[config.mk]
export PLATFORM = sky130hd
export DESIGN_NAME = exc_ctrl_regs
export DESIGN_NICKNAME = d
export VERILOG_FILES = /design/src/rtl/exc_pkg.sv /design/src/rtl/exc_mode_stack.sv /design/src/rtl/exc_capture.sv /design/src/rtl/exc_irq_gate.sv /design/src/rtl/exc_ctrl_regs.sv
export SDC_FILE = /design/constraint.sdc
export NUM_CORES = 1
export LEC_CHECK = 0
export ABC_AREA = 1
export CORE_MARGIN = 5
export CORE_UTILIZATION = 33
export DETAILED_ROUTE_END_ITERATION = 8
export DONT_BUFFER_PORTS = 1
export PLACE_DENSITY = 0.48
export SLEW_MARGIN = 15
export SYNTH_ARGS = -nofsm -noshare
export SYNTH_HDL_FRONTEND = slang
export SYNTH_SLANG_ARGS = --single-unit
[constraint.sdc]
create_clock -name clk -period 3.5 [get_ports clk]
set_input_delay 0 -clock clk [delete_from_list [all_inputs] [get_ports clk]]
set_output_delay 0 -clock clk [all_outputs]
set_load 0.01 [all_outputs]
[src/rtl/exc_pkg.sv]
package exc_pkg;

  localparam int          IDX_W     = 5;
  localparam logic [4:0]  IDX_BAD   = 5'd8;
  localparam logic [4:0]  IDX_STAT  = 5'd12;
  localparam logic [4:0]  IDX_CAUSE = 5'd13;
  localparam logic [4:0]  IDX_EPC   = 5'd14;
  localparam int          STK_W     = 6;

  // entry: older pairs move up, fresh pair is kernel with interrupts off
  function automatic logic [STK_W-1:0] stk_push(input logic [STK_W-1:0] s);
    return {s[3:0], 2'b00};
  endfunction

  // return: oldest pair is duplicated, previous becomes current
  function automatic logic [STK_W-1:0] stk_pop(input logic [STK_W-1:0] s);
    return {s[5:4], s[5:2]};
  endfunction

endpackage

[src/rtl/exc_mode_stack.sv]
module exc_mode_stack
  import exc_pkg::*;
#(
  parameter int NIRQ = 8
) (
  input  logic             clk,
  input  logic             rst,
  input  logic             push,
  input  logic             pop,
  input  logic             wr_en,
  input  logic [NIRQ-1:0]  wr_mask,
  input  logic [STK_W-1:0] wr_stk,
  output logic [STK_W-1:0] stk,
  output logic [NIRQ-1:0]  mask
);

  always_ff @(posedge clk) begin
    if (rst) begin
      stk  <= '0;
      mask <= '0;
    end else if (push) begin
      stk <= stk_push(stk);
    end else if (wr_en) begin
      stk  <= wr_stk;
      mask <= wr_mask;
    end else if (pop) begin
      stk <= stk_pop(stk);
    end
  end

  // entry leaves kernel mode, interrupts off, older pairs shifted
  p_push_kernel_r3: assert property (@(posedge clk) disable iff (rst)
    push |=> (stk[1:0] == 2'b00) && (stk[5:2] == $past(stk[3:0])));

  // mask untouched by entry
  p_push_mask_r3: assert property (@(posedge clk) disable iff (rst)
    push |=> $stable(mask));

  // lone return keeps oldest pair and shifts down
  p_pop_shift_r4: assert property (@(posedge clk) disable iff (rst)
    (pop && !push && !wr_en) |=>
      (stk[5:4] == $past(stk[5:4])) && (stk[3:0] == $past(stk[5:2])));

endmodule

[src/rtl/exc_capture.sv]
module exc_capture #(
  parameter int XLEN    = 32,
  parameter int CAUSE_W = 5
) (
  input  logic               clk,
  input  logic               rst,
  input  logic               exc_req,
  input  logic [CAUSE_W-1:0] exc_code,
  input  logic [XLEN-1:0]    exc_pc,
  input  logic [XLEN-1:0]    exc_addr,
  input  logic               exc_addr_vld,
  input  logic               wr_epc,
  input  logic               wr_bad,
  input  logic [XLEN-1:0]    wdata,
  output logic [CAUSE_W-1:0] code_q,
  output logic [XLEN-1:0]    epc_q,
  output logic [XLEN-1:0]    bad_q
);

  always_ff @(posedge clk) begin
    if (rst) begin
      code_q <= '0;
      epc_q  <= '0;
    end else if (exc_req) begin
      code_q <= exc_code;
      epc_q  <= exc_pc;
    end else if (wr_epc) begin
      epc_q <= wdata;
    end
  end

  always_ff @(posedge clk) begin
    if (rst) begin
      bad_q <= '0;
    end else if (exc_req) begin
      if (exc_addr_vld) bad_q <= exc_addr;
    end else if (wr_bad) begin
      bad_q <= wdata;
    end
  end

  // return address captured on entry
  p_epc_capture_r5: assert property (@(posedge clk) disable iff (rst)
    exc_req |=> (epc_q == $past(exc_pc)) && (code_q == $past(exc_code)));

  // faulting address kept when not flagged valid
  p_bad_hold_r5: assert property (@(posedge clk) disable iff (rst)
    (exc_req && !exc_addr_vld) |=> $stable(bad_q));

endmodule

[src/rtl/exc_irq_gate.sv]
module exc_irq_gate #(
  parameter int NIRQ = 8
) (
  input  logic            clk,
  input  logic            rst,
  input  logic            ie,
  input  logic [NIRQ-1:0] mask,
  input  logic [NIRQ-1:0] pend,
  output logic            irq_req
);

  logic hit;
  assign hit = |(pend & mask);

  always_ff @(posedge clk) begin
    if (rst) irq_req <= 1'b0;
    else     irq_req <= ie & hit;
  end

  // disabled interrupts never raise a request
  p_irq_off_r9: assert property (@(posedge clk) disable iff (rst)
    !ie |=> !irq_req);

  // no enabled pending source, no request
  p_irq_nosrc_r9: assert property (@(posedge clk) disable iff (rst)
    ((pend & mask) == '0) |=> !irq_req);

endmodule

[src/rtl/exc_ctrl_regs.sv]
module exc_ctrl_regs
  import exc_pkg::*;
#(
  parameter int XLEN    = 32,
  parameter int CAUSE_W = 5,
  parameter int NIRQ    = 8
) (
  input  logic               clk,
  input  logic               rst,
  input  logic               exc_req,
  input  logic [CAUSE_W-1:0] exc_code,
  input  logic [XLEN-1:0]    exc_pc,
  input  logic [XLEN-1:0]    exc_addr,
  input  logic               exc_addr_vld,
  input  logic               eret,
  input  logic               reg_rd,
  input  logic               reg_wr,
  input  logic [IDX_W-1:0]   reg_idx,
  input  logic [XLEN-1:0]    reg_wdata,
  input  logic [NIRQ-1:0]    irq_pend,
  output logic [XLEN-1:0]    rd_data,
  output logic               priv_fault,
  output logic               irq_req,
  output logic               in_kernel
);

  localparam int MASK_LSB = 8;
  localparam int CODE_LSB = 2;

  logic [STK_W-1:0]   stk;
  logic [NIRQ-1:0]    mask;
  logic [CAUSE_W-1:0] code_q;
  logic [XLEN-1:0]    epc_q;
  logic [XLEN-1:0]    bad_q;
  logic               user_m;
  logic               wr_ok;
  logic               wr_stat;
  logic               wr_epc;
  logic               wr_bad;
  logic [XLEN-1:0]    stat_word;
  logic [XLEN-1:0]    cause_word;
  logic               unused_wbits;

  assign user_m  = stk[1];
  assign wr_ok   = reg_wr & ~user_m & ~exc_req;
  assign wr_stat = wr_ok & (reg_idx == IDX_STAT);
  assign wr_epc  = wr_ok & (reg_idx == IDX_EPC);
  assign wr_bad  = wr_ok & (reg_idx == IDX_BAD);
  assign unused_wbits = ^{reg_wdata[7:6], reg_wdata[XLEN-1:MASK_LSB+NIRQ]};

  exc_mode_stack #(.NIRQ(NIRQ)) u_stack (
    .clk     (clk),
    .rst     (rst),
    .push    (exc_req),
    .pop     (eret),
    .wr_en   (wr_stat),
    .wr_mask (reg_wdata[MASK_LSB +: NIRQ]),
    .wr_stk  (reg_wdata[STK_W-1:0]),
    .stk     (stk),
    .mask    (mask)
  );

  exc_capture #(.XLEN(XLEN), .CAUSE_W(CAUSE_W)) u_capture (
    .clk          (clk),
    .rst          (rst),
    .exc_req      (exc_req),
    .exc_code     (exc_code),
    .exc_pc       (exc_pc),
    .exc_addr     (exc_addr),
    .exc_addr_vld (exc_addr_vld),
    .wr_epc       (wr_epc),
    .wr_bad       (wr_bad),
    .wdata        (reg_wdata),
    .code_q       (code_q),
    .epc_q        (epc_q),
    .bad_q        (bad_q)
  );

  exc_irq_gate #(.NIRQ(NIRQ)) u_irq (
    .clk     (clk),
    .rst     (rst),
    .ie      (stk[0]),
    .mask    (mask),
    .pend    (irq_pend),
    .irq_req (irq_req)
  );

  always_comb begin
    stat_word = '0;
    stat_word[STK_W-1:0]         = stk;
    stat_word[MASK_LSB +: NIRQ]  = mask;
    cause_word = '0;
    cause_word[CODE_LSB +: CAUSE_W] = code_q;
    cause_word[MASK_LSB +: NIRQ]    = irq_pend;
  end

  always_ff @(posedge clk) begin
    if (rst) begin
      rd_data <= '0;
    end else if (reg_rd) begin
      if (user_m) begin
        rd_data <= '0;
      end else begin
        case (reg_idx)
          IDX_STAT:  rd_data <= stat_word;
          IDX_CAUSE: rd_data <= cause_word;
          IDX_EPC:   rd_data <= epc_q;
          IDX_BAD:   rd_data <= bad_q;
          default:   rd_data <= '0;
        endcase
      end
    end
  end

  always_ff @(posedge clk) begin
    if (rst) priv_fault <= 1'b0;
    else     priv_fault <= (reg_rd | reg_wr) & user_m;
  end

  assign in_kernel = ~stk[1];

  // user access flags a fault next cycle
  p_user_fault_r8: assert property (@(posedge clk) disable iff (rst)
    ((reg_rd || reg_wr) && stk[1]) |=> priv_fault);

  // user read yields zero
  p_user_read_zero_r8: assert property (@(posedge clk) disable iff (rst)
    (reg_rd && stk[1]) |=> (rd_data == '0));

  // user write alone leaves status alone
  p_user_nowrite_r8: assert property (@(posedge clk) disable iff (rst)
    (reg_wr && stk[1] && !exc_req && !eret) |=> ($stable(stk) && $stable(mask)));

  // exception wins over a simultaneous return
  p_exc_over_ret_r10: assert property (@(posedge clk) disable iff (rst)
    (exc_req && eret) |=> (stk[1:0] == 2'b00));

endmodule

; ---- Yosys cells after proc, flatten, opt, wreduce, memory -nomap -nowiden
; Cells that the tools add are included.
[totals]
elab_cells = 45
inputBits = 121
out_inout_bits = 35
register_bits = 117
[op_classes]
n_bitwise = 11
n_reduce_logical = 9
n_mux = 10
n_eq_ne = 5
[ops]
columns = cell, n
row1 = $mux 32, 6
row2 = $pmux 32 s4, 1
row3 = $eq 5x4->1 const B, 4
row4 = $mux 6, 2
row5 = $and 8x8->8, 1
row6 = $reduce_bool 2->1, 4
row7 = $reduce_or 8->1, 1
row8 = $and 1x1->1, 7
row9 = $mux 4, 1
row10 = $reduce_and 2->1, 2
row11 = $reduce_bool 3->1, 1
row12 = $ne 2x1->1 const B, 1
row13 = $not 1->1, 2
row14 = $reduce_or 2->1, 1
row15 = $or 1x1->1, 1

; ---- Depth between registers and ports, before layout
[logic_depth]
ltp_word = 6
ltp_mapped = 9
mapped_depth_nobuf = 8

; ---- By module
; A second synthesis with hierarchy kept.
[unflattened]
hier_cells = 1003
area_unflattened_um2 = 6216.0
[by_module_without_submodules]
columns = module, cells_per_inst, area_per_inst_um2, instances
row1 = exc_capture, 580, 3505.9, 1
row2 = exc_ctrl_regs, 314, 1964.4, 1
row3 = exc_mode_stack, 91, 660.6, 1
row4 = exc_irq_gate, 18, 85.1, 1

; ---- Worst setup path before layout
; OpenSTA, ideal clock, no wires.
[synth_timing]
kind = flip-flop to flip-flop
start = reg u_stack.stk[1]
end = reg u_capture.bad_q[10]
synth_period_minus_slack_ns = 1.274
required_time_ns = 3.387
setup_slack_ns = 2.226
stages_incl_launch_ff = 8
setup_time_ns = 0.113
arrival_time_ns = 1.160
path_cell_list = dfxtp_1 > inv_2 > nand3_1 > o21ai_2 > inv_2 > buf_6 > nor2_1 > nor2_1
[synth_between]
elab_chain_cells = 6
[synth_rtl]
columns = item, line_no
row1 = from (decl), exc_mode_stack.sv:13  ; output logic [STK_W-1:0] stk,
row2 = from (signal assigned), exc_mode_stack.sv:22  ; stk <= stk_push(stk);
row3 = from (signal assigned), exc_mode_stack.sv:24  ; stk <= wr_stk;
row4 = from (signal assigned), exc_mode_stack.sv:27  ; stk <= stk_pop(stk);
row5 = $not 1->1, exc_ctrl_regs.sv:45  ; assign wr_ok = reg_wr & ~user_m & ~exc_req;
row6 = $and 1x1->1 (2 in series), exc_ctrl_regs.sv:45
row7 = $and 1x1->1, exc_ctrl_regs.sv:48  ; assign wr_bad = wr_ok & (reg_idx == IDX_BAD);
row8 = $reduce_bool 2->1 (no line), n/a
row9 = $reduce_and 2->1 (no line), n/a
row10 = to (signal assigned), exc_capture.sv:36  ; if (exc_addr_vld) bad_q <= exc_addr;
row11 = to (signal assigned), exc_capture.sv:38  ; bad_q <= wdata;
row12 = to (decl), exc_capture.sv:17  ; output logic [XLEN-1:0] bad_q
; Every way passes these cells.
; A chain may end at the register's enable or synchronous reset.

; ---- Worst setup path in the final report
[layout_timing]
start = reg u_stack.stk[1]
end = reg u_stack.stk[3]
[layout_between]
elab_chain_cells = 6
[layout_rtl]
columns = item, line_no
row1 = $not 1->1 (*), n/a
row2 = via in_kernel, exc_ctrl_regs.sv:24  ; output logic in_kernel
row3 = $and 1x1->1 (*) (2 in series), exc_ctrl_regs.sv:45
row4 = $and 1x1->1 (*), exc_ctrl_regs.sv:46  ; assign wr_stat = wr_ok & (reg_idx == IDX_STAT);
row5 = $mux 6, exc_mode_stack.sv:23  ; end else if (wr_en) begin
row6 = $mux 6, exc_mode_stack.sv:21  ; end else if (push) begin
; The timed path passes the listed nets; every way through them passes the cells marked *. The select of a mux whose other input is x is not followed.

==> key figures <==
Synth
  • Post-synthesis sequential area ratio: 41.9%
  • YS warnings: 0
  • Post-Syn Instances: 837
  • Cell area after synthesis: 5580 um2
  • Synthesized area per cell: 6.67 um2
  • Library cells used by synthesis: 26
  • Net Count, Synth: 958
  • Seq cells post-synth: 117

Timing
  • Max_slew headroom: 34.1%
  • Final worst setup slack: 0.535 ns
  • Fmax: 337 MHz
  • Final Setup Violations: 0
  • Fin crit period: 2.96 ns
  • Slew Viols, Final: 0
  • Final Hold Viols: 0
  • Slew @ Worst Pin: 0.983 ns
  • RSZ-0062 raised after global routing: no
  • Final period util: 84.7%
  • Setup TNS Final: 0 ns
  • Clock skew: 0.00556 ns

Setup path
  • Crit path cell chain: inv_2, nand2_1, nor2_1, nand3_1, nand2_1, nand3_1, dlygate4sd3_1, nor2_1, nor2_1, dlygate4sd3_1
  • Slowest CP cell: dlygate4sd3_1
  • Crit Path Class: register to register
  • Setup crit end kind: register
  • CP max FO: 26
  • Max incr delay on CP: 0.58 ns
  • CP Data Required Time: 3.80 ns
  • Arrival time worst endpoint: 3.26 ns
  • Critical Path Source Type: register
  • Worst path most repeated cell: nor2_1

Floorplanning
  • Core area: 16600 um2
  • Die W: 140 um
  • Die area: 19600 um2
  • Row Count: 47
  • Die height: 140 um
  • IO Count: 156
  • Initial Utilization: 33.7%

Clocking
  • CTS root buffer: clkbuf_16
  • Cts repair resizes: 0
  • Htree depth: 4
  • Clk pin slew, worst setup/hold paths: 0.05 ns
  • TritonCTS buffer count: 17
  • TritonCTS clock tree: built
  • CTS sink cnt: 117
  • Clk buf depth: 2
  • Skew-Pair Late Insertion Delay: 0.41 ns

Place
  • Buffers on Ports: 0
  • Placed Area: 5610 um2
  • Placed cells: 1002
  • Routability cong.: 0.840
  • Place WS: 1.31 ns
  • DP Wirelength: 13.0 mm

Cells and area
  • Finished Layout Cells: 1239
  • Area growth, synth to finish: 47.2%
  • Layout Nets: 1125
  • Post-route cell area: 8220 um2
  • Most frequent cells in the layout: nand2_1, dlygate4sd3_1, nor2_1
  • Fill count: 1642
  • Fin util: 49.6%
  • Commonest non-fill, non-tap cell in the layout: nand2_1
  • Share of cells above drive strength 1: 5.12%

GRT
  • Vias in the first global route: 6142
  • First-pass GRT wire length: 33.3 mm
  • Total Routing Usage GR: 21.4%
  • Pin count of the biggest net entering global routing: 84
  • Initial antenna violation count: 5
  • Total global routing overflow: 0

Pwr
  • Pwr/cell area: 429 nW/um2
  • Switch share: 24.0%
  • Int Pwr: 2.68 mW
  • Psw: 847 uW
  • Sequential share of power: 40.5%
  • Clk pwr share: 45.9%
  • Combinational Power Share: 13.5%
  • Static Leak: 3.49 nW
  • Maximum vdd ir drop: 0.315 mV

Worst hold path
  • Worst min-delay path class: primary input to register

Detailed routing
  • Wire per inst: 17.0 um
  • DR vias/cell: 5.11
  • Pre-antenna DRT Iters: 6
  • Routed Antenna Nets: 0
  • Post-route DRC: 0
  • Initial DRC count: 572
  • Vias post-DR: 6328
  • Post-Route WL: 21.0 mm

Flow run
  • Number of max-cap violations: 0

Run status
  • Status: completed
sequential cells by signal, indices dropped and copies added, names as in the netlist:
register / cells
priv_fault: 1
rd_data: 32
u_capture.bad_q: 32
u_capture.code_q: 5
u_capture.epc_q: 32
u_irq.irq_req: 1
u_stack.mask: 8
u_stack.stk: 6
Yosys cell counts, drive strengths merged:
library cell / count / area [um2]
a221oi: 2 / 17.5
and3: 2 / 12.5
a211oi: 2 / 15.0
clkbuf: 29 / 109
buf: 34 / 204
nor2: 134 / 526
nor3: 1 / 5.00
nand2: 232 / 876
nand4: 15 / 93.8
nand3: 85 / 430
inv: 13 / 48.8
a21oi: 59 / 295
a21boi: 16 / 120
o21ai: 95 / 479
dfxtp: 117 / 2340
mux2i: 1 / 10.0
kinds of logic (layout without fill, tap and decap cells):
kind of cell / count (synthesis) / in the layout / share of synthesized area (%)
compound gates: 174 / 174 / 16.6
other cells: 0 / 4 / 0
mux: 1 / 1 / 0.179
buf+inv: 76 / 254 / 6.48
simple gates: 469 / 469 / 34.8
flops: 117 / 117 / 41.9
what timing repair did:
action | 4_1_cts | 5_1_grt
endpoints found under the hold margin | 117 | 0
hold buffers | 203 | 0
setup buffers | 0 | 0
metrics by stage:
| stage | total power [mW] | hold WS (ns) |
|---|---|---|
| final | 3.53 | 0.0402 |
| after detailed placement | 1.71 | 0.0757 |
| after global routing | 3.69 | 0.0464 |
| after floorplan | 1.67 | 0.135 |
| after CTS | 3.55 | 0.0136 |
| after global placement | 1.70 | 0.0739 |
per-layer routing:
layer	share of wire (%)	routed length (um)	vias to the layer above	GRT usage, %
met5	0.090	19	-	0
met4	2.7	575	4	9.03
met3	7.5	1570	59	5.76
met2	44	9330	264	31.9
met1	45	9550	2900	29.3
li1	-	-	3101	-
layout make-up:
cell class              instances  area, um2  share of cell area [%]
clock buffers                  27        543                    6.60
well taps                     220        275                    3.35
inverters                      13       48.8                   0.594
diodes                          4       10.0                   0.122
flip-flops and latches        117       2340                    28.5
clock inverters                 3       15.0                   0.183
repair buffers                211       2100                    25.6
multi-input cells             644       2890                    35.1
power groups by stage:
stage / Clock [mW] / Combinational, mW / Sequential, mW
CTS: 1.66 / 0.464 / 1.43
detailed placement: 0 / 0.251 / 1.46
finish: 1.62 / 0.477 / 1.43
floorplan: 0 / 0.220 / 1.45
global route: 1.73 / 0.525 / 1.44
global placement: 0 / 0.246 / 1.46
worst paths after layout:
path	cells past startpoint	endpoint	slack, ns	from
worst max-delay path	10	u_stack.stk[3]$_SDFFE_PP0P_	0.54	u_stack.stk[1]$_SDFFE_PP0P_
worst min-delay path	4	u_stack.mask[5]$_SDFFE_PP0P_	0.04	reg_idx[4]
worst max register to register	10	u_stack.stk[3]$_SDFFE_PP0P_	0.54	u_stack.stk[1]$_SDFFE_PP0P_
worst min register to register	2	u_capture.bad_q[3]$_SDFFE_PP0P_	0.50	u_capture.bad_q[3]$_SDFFE_PP0P_
worst max-delay path: cells and delay by family, from the launching register on:
family        cells  cell delay [ns]
flops             1             0.33
buf+inv           3             1.48
simple gates      7             1.05
Power figures use the tool's default switching activity.
